--- config.mk ---
export PLATFORM = sky130hd
export DESIGN_NAME = mux_bus_slave
export DESIGN_NICKNAME = d
export VERILOG_FILES = /design/src/rtl/mbs_pkg.sv /design/src/rtl/mbs_ctrl.sv /design/src/rtl/mbs_dpath.sv /design/src/rtl/mux_bus_slave.sv
export SDC_FILE = /design/constraint.sdc
export NUM_CORES = 1
export LEC_CHECK = 0
export ABC_CLOCK_PERIOD_IN_PS = 1850
export BUFFER_PORTS_ARGS = -buffer_cell sky130_fd_sc_hd__buf_2
export CAP_MARGIN = 20
export CORE_UTILIZATION = 55
export DETAILED_ROUTE_END_ITERATION = 8
export HOLD_SLACK_MARGIN = 0.12
export PLACE_DENSITY_LB_ADDON = 0.12
export SLEW_MARGIN = 10
export SYNTH_ARGS = -nofsm -noshare
export SYNTH_HDL_FRONTEND = slang
export SYNTH_HIERARCHICAL = 1
export SYNTH_SLANG_ARGS = --single-unit
--- constraint.sdc ---
create_clock -name clk -period 1.85 [get_ports clk]
set_input_delay 0.185 -clock clk [delete_from_list [all_inputs] [get_ports clk]]
set_output_delay 0.185 -clock clk [all_outputs]
set_load 0.05 [all_outputs]
--- src/rtl/mbs_pkg.sv ---
package mbs_pkg;
  // Strobes passed from the control module to the datapath
  typedef struct packed {
    logic latchAddr;    // load address from the shared lines
    logic captureData;  // hold the write value while the strobe is low
    logic commitWrite;  // store the held value into the selected slot
    logic driveBus;     // enable the output drivers
  } mbs_strobe_t;
endpackage

--- src/rtl/mbs_ctrl.sv ---
module mbs_ctrl
  import mbs_pkg::*;
(
  input  logic        clk,
  input  logic        rstN,
  input  logic        ale,
  input  logic        rdN,
  input  logic        wrN,
  input  logic        hit,
  output mbs_strobe_t strobes
);
  logic wrNPrev;

  always_ff @(posedge clk) begin
    if (!rstN) wrNPrev <= 1'b1;
    else       wrNPrev <= wrN;
  end

  always_comb begin
    strobes.latchAddr   = ale;
    strobes.captureData = ~wrN;
    strobes.commitWrite = wrN & ~wrNPrev & hit;
    strobes.driveBus    = ~rdN & ~ale & hit;
  end
endmodule

--- src/rtl/mbs_dpath.sv ---
module mbs_dpath
  import mbs_pkg::*;
#(
  parameter int DATA_W    = 8,
  parameter int ADDR_W    = 16,
  parameter int REG_CNT   = 4,
  parameter int BASE_ADDR = 'h4A00
) (
  input  logic                          clk,
  input  logic                          rstN,
  input  mbs_strobe_t                   strobes,
  input  logic [ADDR_W-DATA_W-1:0]      hiAddr,
  input  logic [DATA_W-1:0]             busIn,
  input  logic [DATA_W-1:0]             statusIn,
  output logic                          hit,
  output logic [DATA_W-1:0]             busOut,
  output logic [ADDR_W-1:0]             latchedAddr,
  output logic [(REG_CNT-1)*DATA_W-1:0] bankFlat
);
  localparam int SEL_W = $clog2(REG_CNT);
  localparam logic [ADDR_W-1:0] BASE_V = ADDR_W'(BASE_ADDR);

  logic [DATA_W-1:0] wrHold;
  logic [REG_CNT-1:0][DATA_W-1:0] readVec;
  logic [SEL_W-1:0] sel;

  always_ff @(posedge clk) begin
    if (!rstN) begin
      latchedAddr <= '0;
      wrHold      <= '0;
    end else begin
      if (strobes.latchAddr)   latchedAddr <= {hiAddr, busIn};
      if (strobes.captureData) wrHold      <= busIn;
    end
  end

  assign sel = latchedAddr[SEL_W-1:0];
  assign hit = (latchedAddr[ADDR_W-1:SEL_W] == BASE_V[ADDR_W-1:SEL_W]);
  assign readVec[0] = statusIn;

  for (genvar g = 1; g < REG_CNT; g++) begin : gSlot
    logic [DATA_W-1:0] slot;
    always_ff @(posedge clk) begin
      if (!rstN) slot <= '0;
      else if (strobes.commitWrite && sel == SEL_W'(g)) slot <= wrHold;
    end
    assign readVec[g] = slot;
    assign bankFlat[(g-1)*DATA_W +: DATA_W] = slot;
  end

  assign busOut = readVec[sel];
endmodule

--- src/rtl/mux_bus_slave.sv ---
module mux_bus_slave
  import mbs_pkg::*;
#(
  parameter int DATA_W    = 8,
  parameter int ADDR_W    = 16,
  parameter int REG_CNT   = 4,
  parameter int BASE_ADDR = 'h4A00
) (
  input  logic                     clk,
  input  logic                     rstN,
  input  logic                     ale,
  input  logic                     rdN,
  input  logic                     wrN,
  input  logic [ADDR_W-DATA_W-1:0] hiAddr,
  input  logic [DATA_W-1:0]        busIn,
  output logic [DATA_W-1:0]        busOut,
  output logic                     busOe,
  input  logic [DATA_W-1:0]        statusIn
);
  mbs_strobe_t strobes;
  logic hit;
  logic [ADDR_W-1:0] latchedAddr;
  logic [(REG_CNT-1)*DATA_W-1:0] bankFlat;

  mbs_ctrl uCtrl (
    .clk(clk), .rstN(rstN), .ale(ale), .rdN(rdN), .wrN(wrN),
    .hit(hit), .strobes(strobes)
  );

  mbs_dpath #(
    .DATA_W(DATA_W), .ADDR_W(ADDR_W), .REG_CNT(REG_CNT), .BASE_ADDR(BASE_ADDR)
  ) uDpath (
    .clk(clk), .rstN(rstN), .strobes(strobes), .hiAddr(hiAddr), .busIn(busIn),
    .statusIn(statusIn), .hit(hit), .busOut(busOut),
    .latchedAddr(latchedAddr), .bankFlat(bankFlat)
  );

  assign busOe = strobes.driveBus;
endmodule

==> out/results.ini, run 1 <==
[routing]
drtIter0Drc=61
dr.pass1.iters=4
drc=0
vias=1455
antenna_left=0
routed_wirelength_um=3986
routedWlPerCell_um=14.55
viasPerCell=5.310

[layout]
fill_cells=303
multi_input_area_um2=1052
fin_nets=254
final_cells=274
antenna_cells=0
register_area_um2=980.9
area_delta_synth_final_pct=15.57
final_util_pct=66.72
layout-drive-gt1-share_pct=27.88

[synthesis]
syn-cell-area_um2=2130
ys_ff_latch=49
syn_inst=187
synth_top_area_cell=dfxtp_1
yosysTopAreaCellShare_pct=46.06
yosys-top-cells-area=dfxtp_1 46%, mux2i_1 23%, mux4_2 7.4%
synthDistinctLibCells=21
yosys_warnings=6
syn_nets=216
synth-seq-area-share_pct=46.06
syn_avg_cell_area_um2=11.39

[floorplanning]
die_h_um=64.23
fp-row-count=22
die_x_um=64.23
start_util_pct=57.73
core-area_um2=3689
dieArea_um2=4125
io_pins=38

[setup_path]
worstPathRequired_ns=1.66
r2r-start=uDpath/latchedAddr[15]$_SDFFE_PN0P_
start_kind=register
cp-startpoint=uDpath/latchedAddr[15]$_SDFFE_PN0P_
worst-setup-path-type=register to primary output
endpoint_kind=primary output
worstPathArrival_ns=1.59
critical_path_peak_fanout=2

[clocking]
clock_path_buffers=2
clock_tree.root_cell=clkbuf_8
clk_pin_slew_ns=0.08
cts.sinks=49
clock_latency_ns=0.29
htreeDepth=2
cts_tree=yes
cts_buffers=5
post_cts_buffers=0

[global_route]
grt_antenna_before_repair=0
grt_max_degree=30
overflow=0
grt_pass1_wl_um=6955
track_usage_pct=22.58
grt_pass1_vias=1534

[min_path]
min_from=hiAddr[2]
hp-class=input pin to register

[pwr]
leakage_nw=1.141
power.density_nw_per_um2=820.4
vdd_ir_drop_max_mv=0.6416

[sta]
drv_slew=0
fin_crit_sh_pct=96.03
finalClockSkew_ns=0.006104
hold_viol_final=0
min_period_ns=1.777
rsz0062_at_grt=no
finalSetupViolCount=0
fin_setup_tns_ns=0
worstMarginPinSlew_ns=0.4866
hold_slack_ns=0.1646
max_freq_mhz=562.9
relSlewSlack_pct=67.56

[placed_design]
gp_congestion=0.7474
port_buffers=37
placed_cells=265
hpwlAfterDp_um=2971

[flow_run]
max_cap_violations=0

[run_status]
status=finished clean

-- cells by family (layout without fill, tap and decap cells) --
logic type | count (synthesis) | in the layout | share of synthesized area (%)
buffers and inverters | 15 | 54 | 4.817
flip-flops | 49 | 49 | 46.06
multiplexers | 56 | 56 | 31.20
AND/OR/NAND/NOR | 67 | 67 | 17.92
-- routing by layer --
layer  global-route usage (%)  wire [µm]  up-vias
met1                    24.94       1716      695
met4                    8.889         23        0
met2                    41.09       2088       41
li1                         -          -      717
met3                    5.714        157        2
met5                        0          0        -
-- where the power goes --
part	internal, mW	switching (mW)
Combinational	0.107	0.142
Clock	0.338	0.329
Sequential	1.09	0.0177
Total	1.53	0.489
-- critical path, stage by stage, from the launching register on --
cell,delay [ns]
dfxtp_1,0.33
nor4b_2,0.32
and4_1,0.25
nor3b_2,0.17
buf_4,0.22
-- timing repair --
item | in CTS | in global routing
hold buffers | 1 | 0
resized for setup | 2 | 0
endpoints found under the setup margin | 1 | 0
hold endpoints to repair | 1 | 0
-- final cells by class --
type                    instances  area share (%)
multi-input cells             123           42.76
flip-flops and latches         49           39.86
repair buffers                 45           10.68
clock buffers                   7           3.915
well taps                      48           2.440
clock inverters                 1          0.2034
inverters                       1          0.1525
-- flip-flops by register name, summed over array words and instances, names as in the netlist --
name	flops
uCtrl/wrNPrev	1
uDpath/latchedAddr	16
uDpath/gSlot.slot	24
uDpath/wrHold	8
-- per-stage QoR --
| step | setup slack [ns] | total power [mW] | cell area, µm² |
|---|---|---|---|
| after detailed placement | 0.04679 | 1.375 | 2341 |
| after floorplan | 0.2587 | 1.308 | 2130 |
| final | 0.07346 | 2.019 | 2461 |
| after CTS | 0.05444 | 2.043 | 2461 |
| after global routing | 0.005602 | 2.116 | 2461 |
| after global placement | 0.1402 | 1.366 | 2341 |
-- synth_stat cells (all sizes together) --
| master | number |
|---|---|
| dfxtp | 49 |
| nor2b | 24 |
| clkbuf | 3 |
| nor4bb | 1 |
| inv | 1 |
| nand3b | 1 |
| nor2 | 1 |
| nor4b | 1 |
| buf | 11 |
| and3b | 2 |
| mux4 | 8 |
| nor3b | 1 |
| nand2b | 1 |
| nor4 | 1 |
| and4 | 1 |
| mux2i | 48 |
| nand2 | 32 |
| nand3 | 1 |
-- worst paths after layout --
check                                         endpoint  slack (ns)  cells past startpoint
setup reg to reg  uDpath/gSlot[2].slot[7]$_SDFFE_PN0P_        0.14                      6
hold / removal     uDpath/latchedAddr[10]$_SDFFE_PN0P_        0.16                      3
hold reg to reg   uDpath/gSlot[1].slot[4]$_SDFFE_PN0P_        0.47                      2
setup / recovery                                 busOe        0.07                      4
-- placed cells by master (no fill, tap or decap) --
cell and n:
buf_2 36, nor2_1 1, dfxtp_1 49, buf_12 1
nand3b_4 1, and4_1 1, inv_1 1, mux2i_1 48
nor4bb_1 1, clkinv_2 1, nor3b_2 1, nand2_1 32
nand3_4 1, clkbuf_8 7, dlygate4sd3_1 1, and3b_1 2
buf_4 7, nor2b_1 24, nor4b_2 1, nor4_1 1
nand2b_1 1, mux4_1 1, mux4_2 7
Power figures use the tool's default switching activity.
==> inputs of run 2 (changes only) <==
CORE_UTILIZATION = 45   (was 55)
==> run 2 against run 1 <==
Worst hold slack got worse by 0.019 ns. Worst setup slack improved by 0.0067 ns. Clock power increased by 17%. Combinational power about the same. Sequential power about the same. Non-clock buffer count decreased by 2. Critical endpoint is now busOut[7].
==> out/results.ini, run 2 (synthesis results as in run 1) <==
[setup_path]
critical_path_peak_fanout=9  ; +7
worst-path-stages=3  ; -1
worst-setup-path-type=register to primary output
cp_slowest_cell=mux4_1
critPathCapture=busOut[7]
worstPathRequired_ns=1.66  ; about the same
start_kind=register
path_buf_inv=2  ; +1
crit_family=multiplexers
r2r-end=uDpath/gSlot[1].slot[4]$_SDFFE_PN0P_
endpoint_kind=primary output
regToRegSetupSlack_ns=0.11  ; -0.03 ns
worstPathArrival_ns=1.58  ; about the same
cp-startpoint=uDpath/latchedAddr[0]$_SDFFE_PN0P_
r2r-start=uDpath/latchedAddr[15]$_SDFFE_PN0P_
reg2regPathDepth=6  ; unchanged
cpPeakStageDelay_ns=0.53  ; +0.20 ns
cp_cell_sequence=buf_12, mux4_1, buf_2

[placed_design]
pre_cts_ws_ns=0.09674  ; +0.04996 ns
hpwlAfterDp_um=3004  ; +1.1%
placed_cells=267  ; +0.75%
dpl-instance-area_um2=2344  ; +0.11%
gp_congestion=0.7396  ; -1.0%
port_buffers=37  ; unchanged

[layout]
largest_reg_flops=24  ; unchanged
final_util_pct=56.19  ; -11 points
largest_register=uDpath/gSlot.slot
layout-drive-gt1-share_pct=27.68  ; -0.20 points
antenna_cells=0  ; unchanged
multi_input_area_um2=1067  ; +1.4%
final_cells=276  ; +0.73%
fill_cells=395  ; +30%
area_delta_synth_final_pct=17.27
fin_nets=252  ; -0.79%
layout_common_cells=48 x dfxtp_1, 48 x mux2i_1, 36 x buf_2, 32 x nand2_1, 24 x nor2b_1
reg.largest.list=uDpath/gSlot.slot: 24 flops, uDpath/latchedAddr: 16 flops, uDpath/wrHold: 8 flops
final_cell_area_um2=2497  ; +1.5%
register_area_um2=984.7  ; +0.38%

[routing]
drc=0  ; unchanged
vias=1443  ; -0.82%
dr.pass1.iters=6  ; +2
routedWlPerCell_um=15.27  ; +5.0%
antenna_left=0  ; unchanged
drtIter0Drc=54  ; -11%
viasPerCell=5.228  ; -1.5%
routed_wirelength_um=4215  ; +5.7%

[clocking]
clk_pin_slew_ns=0.09  ; about the same
cts_buffers=5  ; unchanged
clock_path_buffers=2  ; unchanged
clock_latency_ns=0.30  ; about the same
htreeDepth=2  ; unchanged
post_cts_buffers=0  ; unchanged
clock_tree.root_cell=clkbuf_8
cts.sinks=49  ; unchanged
cts_tree=yes

[floorplanning]
fp-row-count=24  ; +9.1%
die_x_um=70.79  ; +10%
start_util_pct=47.92  ; -9.8 points
dieArea_um2=5011  ; +21%
io_pins=38  ; unchanged
die_h_um=70.79  ; +10%
core-area_um2=4444  ; +20%

[global_route]
grt_pass1_vias=1400  ; -8.7%
track_usage_pct=17.55  ; -5.0 points
grt_max_degree=42  ; +40%
grt_antenna_before_repair=0  ; unchanged
grt_pass1_wl_um=6755  ; -2.9%
overflow=0  ; unchanged

[pwr]
total_power_mw=2.139  ; +5.9%
p_int_mw=1.635  ; +6.8%
p_sw_mw=0.5042  ; +3.2%
clkPwrFrac_pct=36.6  ; +3.6 points
power_frac_comb_pct=11.6  ; -0.7 points
vdd_ir_drop_max_mv=0.5161  ; -20%
leakage_nw=1.141  ; about the same
p_seq_share_pct=51.8  ; -2.9 points
netSwitchingFraction_pct=23.57  ; -0.63 points
power.density_nw_per_um2=856.6  ; +4.4%

[sta]
drv_slew=0  ; unchanged
max_freq_mhz=565.0  ; +0.38%
min_period_ns=1.770  ; -0.006654 ns
fin_setup_tns_ns=0  ; unchanged
finalClockSkew_ns=0.007037  ; +0.0009328 ns
fin_crit_sh_pct=95.67  ; -0.36 points
hold_viol_final=0  ; unchanged
hold_slack_ns=0.1454  ; -0.01919 ns
finalSetupViolCount=0  ; unchanged
worstMarginPinSlew_ns=0.6814  ; +0.1948 ns
setup_ws_ns=0.08011  ; +0.006654 ns
relSlewSlack_pct=54.57  ; -13 points

[min_path]
min_from=hiAddr[0]
hp-class=input pin to register

[run_status]
status=finished clean

[flow_run]
max_cap_violations=0  ; unchanged

run 2: layer usage:
layer  track usage (%)  wire [µm]  up-vias  share of wire [%]
met5                 0          0        -                  0
met4             6.000         56        0                1.3
met3             4.558        151        6                3.6
met2             28.63       2041       26                 48
met1             22.71       1965      698                 47
li1                  -          -      713                  -
run 2: worst min-delay path: stages:
cell and delay (ns):
buf_2 0.07, mux2i_1 0.06, nor2b_1 0.09
run 2: final cells by class:
cell class | instances | area share [%]
Tap cell | 52 | 2.605
Multi-Input combinational cell | 123 | 42.74
Clock inverter | 1 | 1.202
Timing Repair Buffer | 43 | 10.42
Sequential cell | 49 | 39.43
Inverter | 1 | 0.1503
Clock buffer | 7 | 3.457
run 2: worst min-delay path by stage:
stage | to | slack [ns] | cells past startpoint
global placement | uCtrl/wrNPrev$_SDFF_PN1_ | 0.40 | 2
finish | uDpath/latchedAddr[8]$_SDFFE_PN0P_ | 0.15 | 3
detailed placement | uCtrl/wrNPrev$_SDFF_PN1_ | 0.40 | 2
floorplan | uCtrl/wrNPrev$_SDFF_PN1_ | 0.26 | 1
global route | uDpath/latchedAddr[12]$_SDFFE_PN0P_ | 0.15 | 3
CTS | uDpath/latchedAddr[12]$_SDFFE_PN0P_ | 0.14 | 3
run 2: timing repair:
item,in CTS,in global routing
hold buffers,1,0
hold endpoints to repair,1,0
resized for setup,2,4
setup endpoints to repair,7,13
run 2: power groups by stage:
stage               sequential (mW)  clock, mW  combinational, mW
CTS                            1.11      0.802              0.247
global placement               1.13          0              0.239
finish                         1.11      0.783              0.248
global route                   1.11      0.846              0.264
detailed placement             1.13          0              0.245
floorplan                      1.12          0              0.185
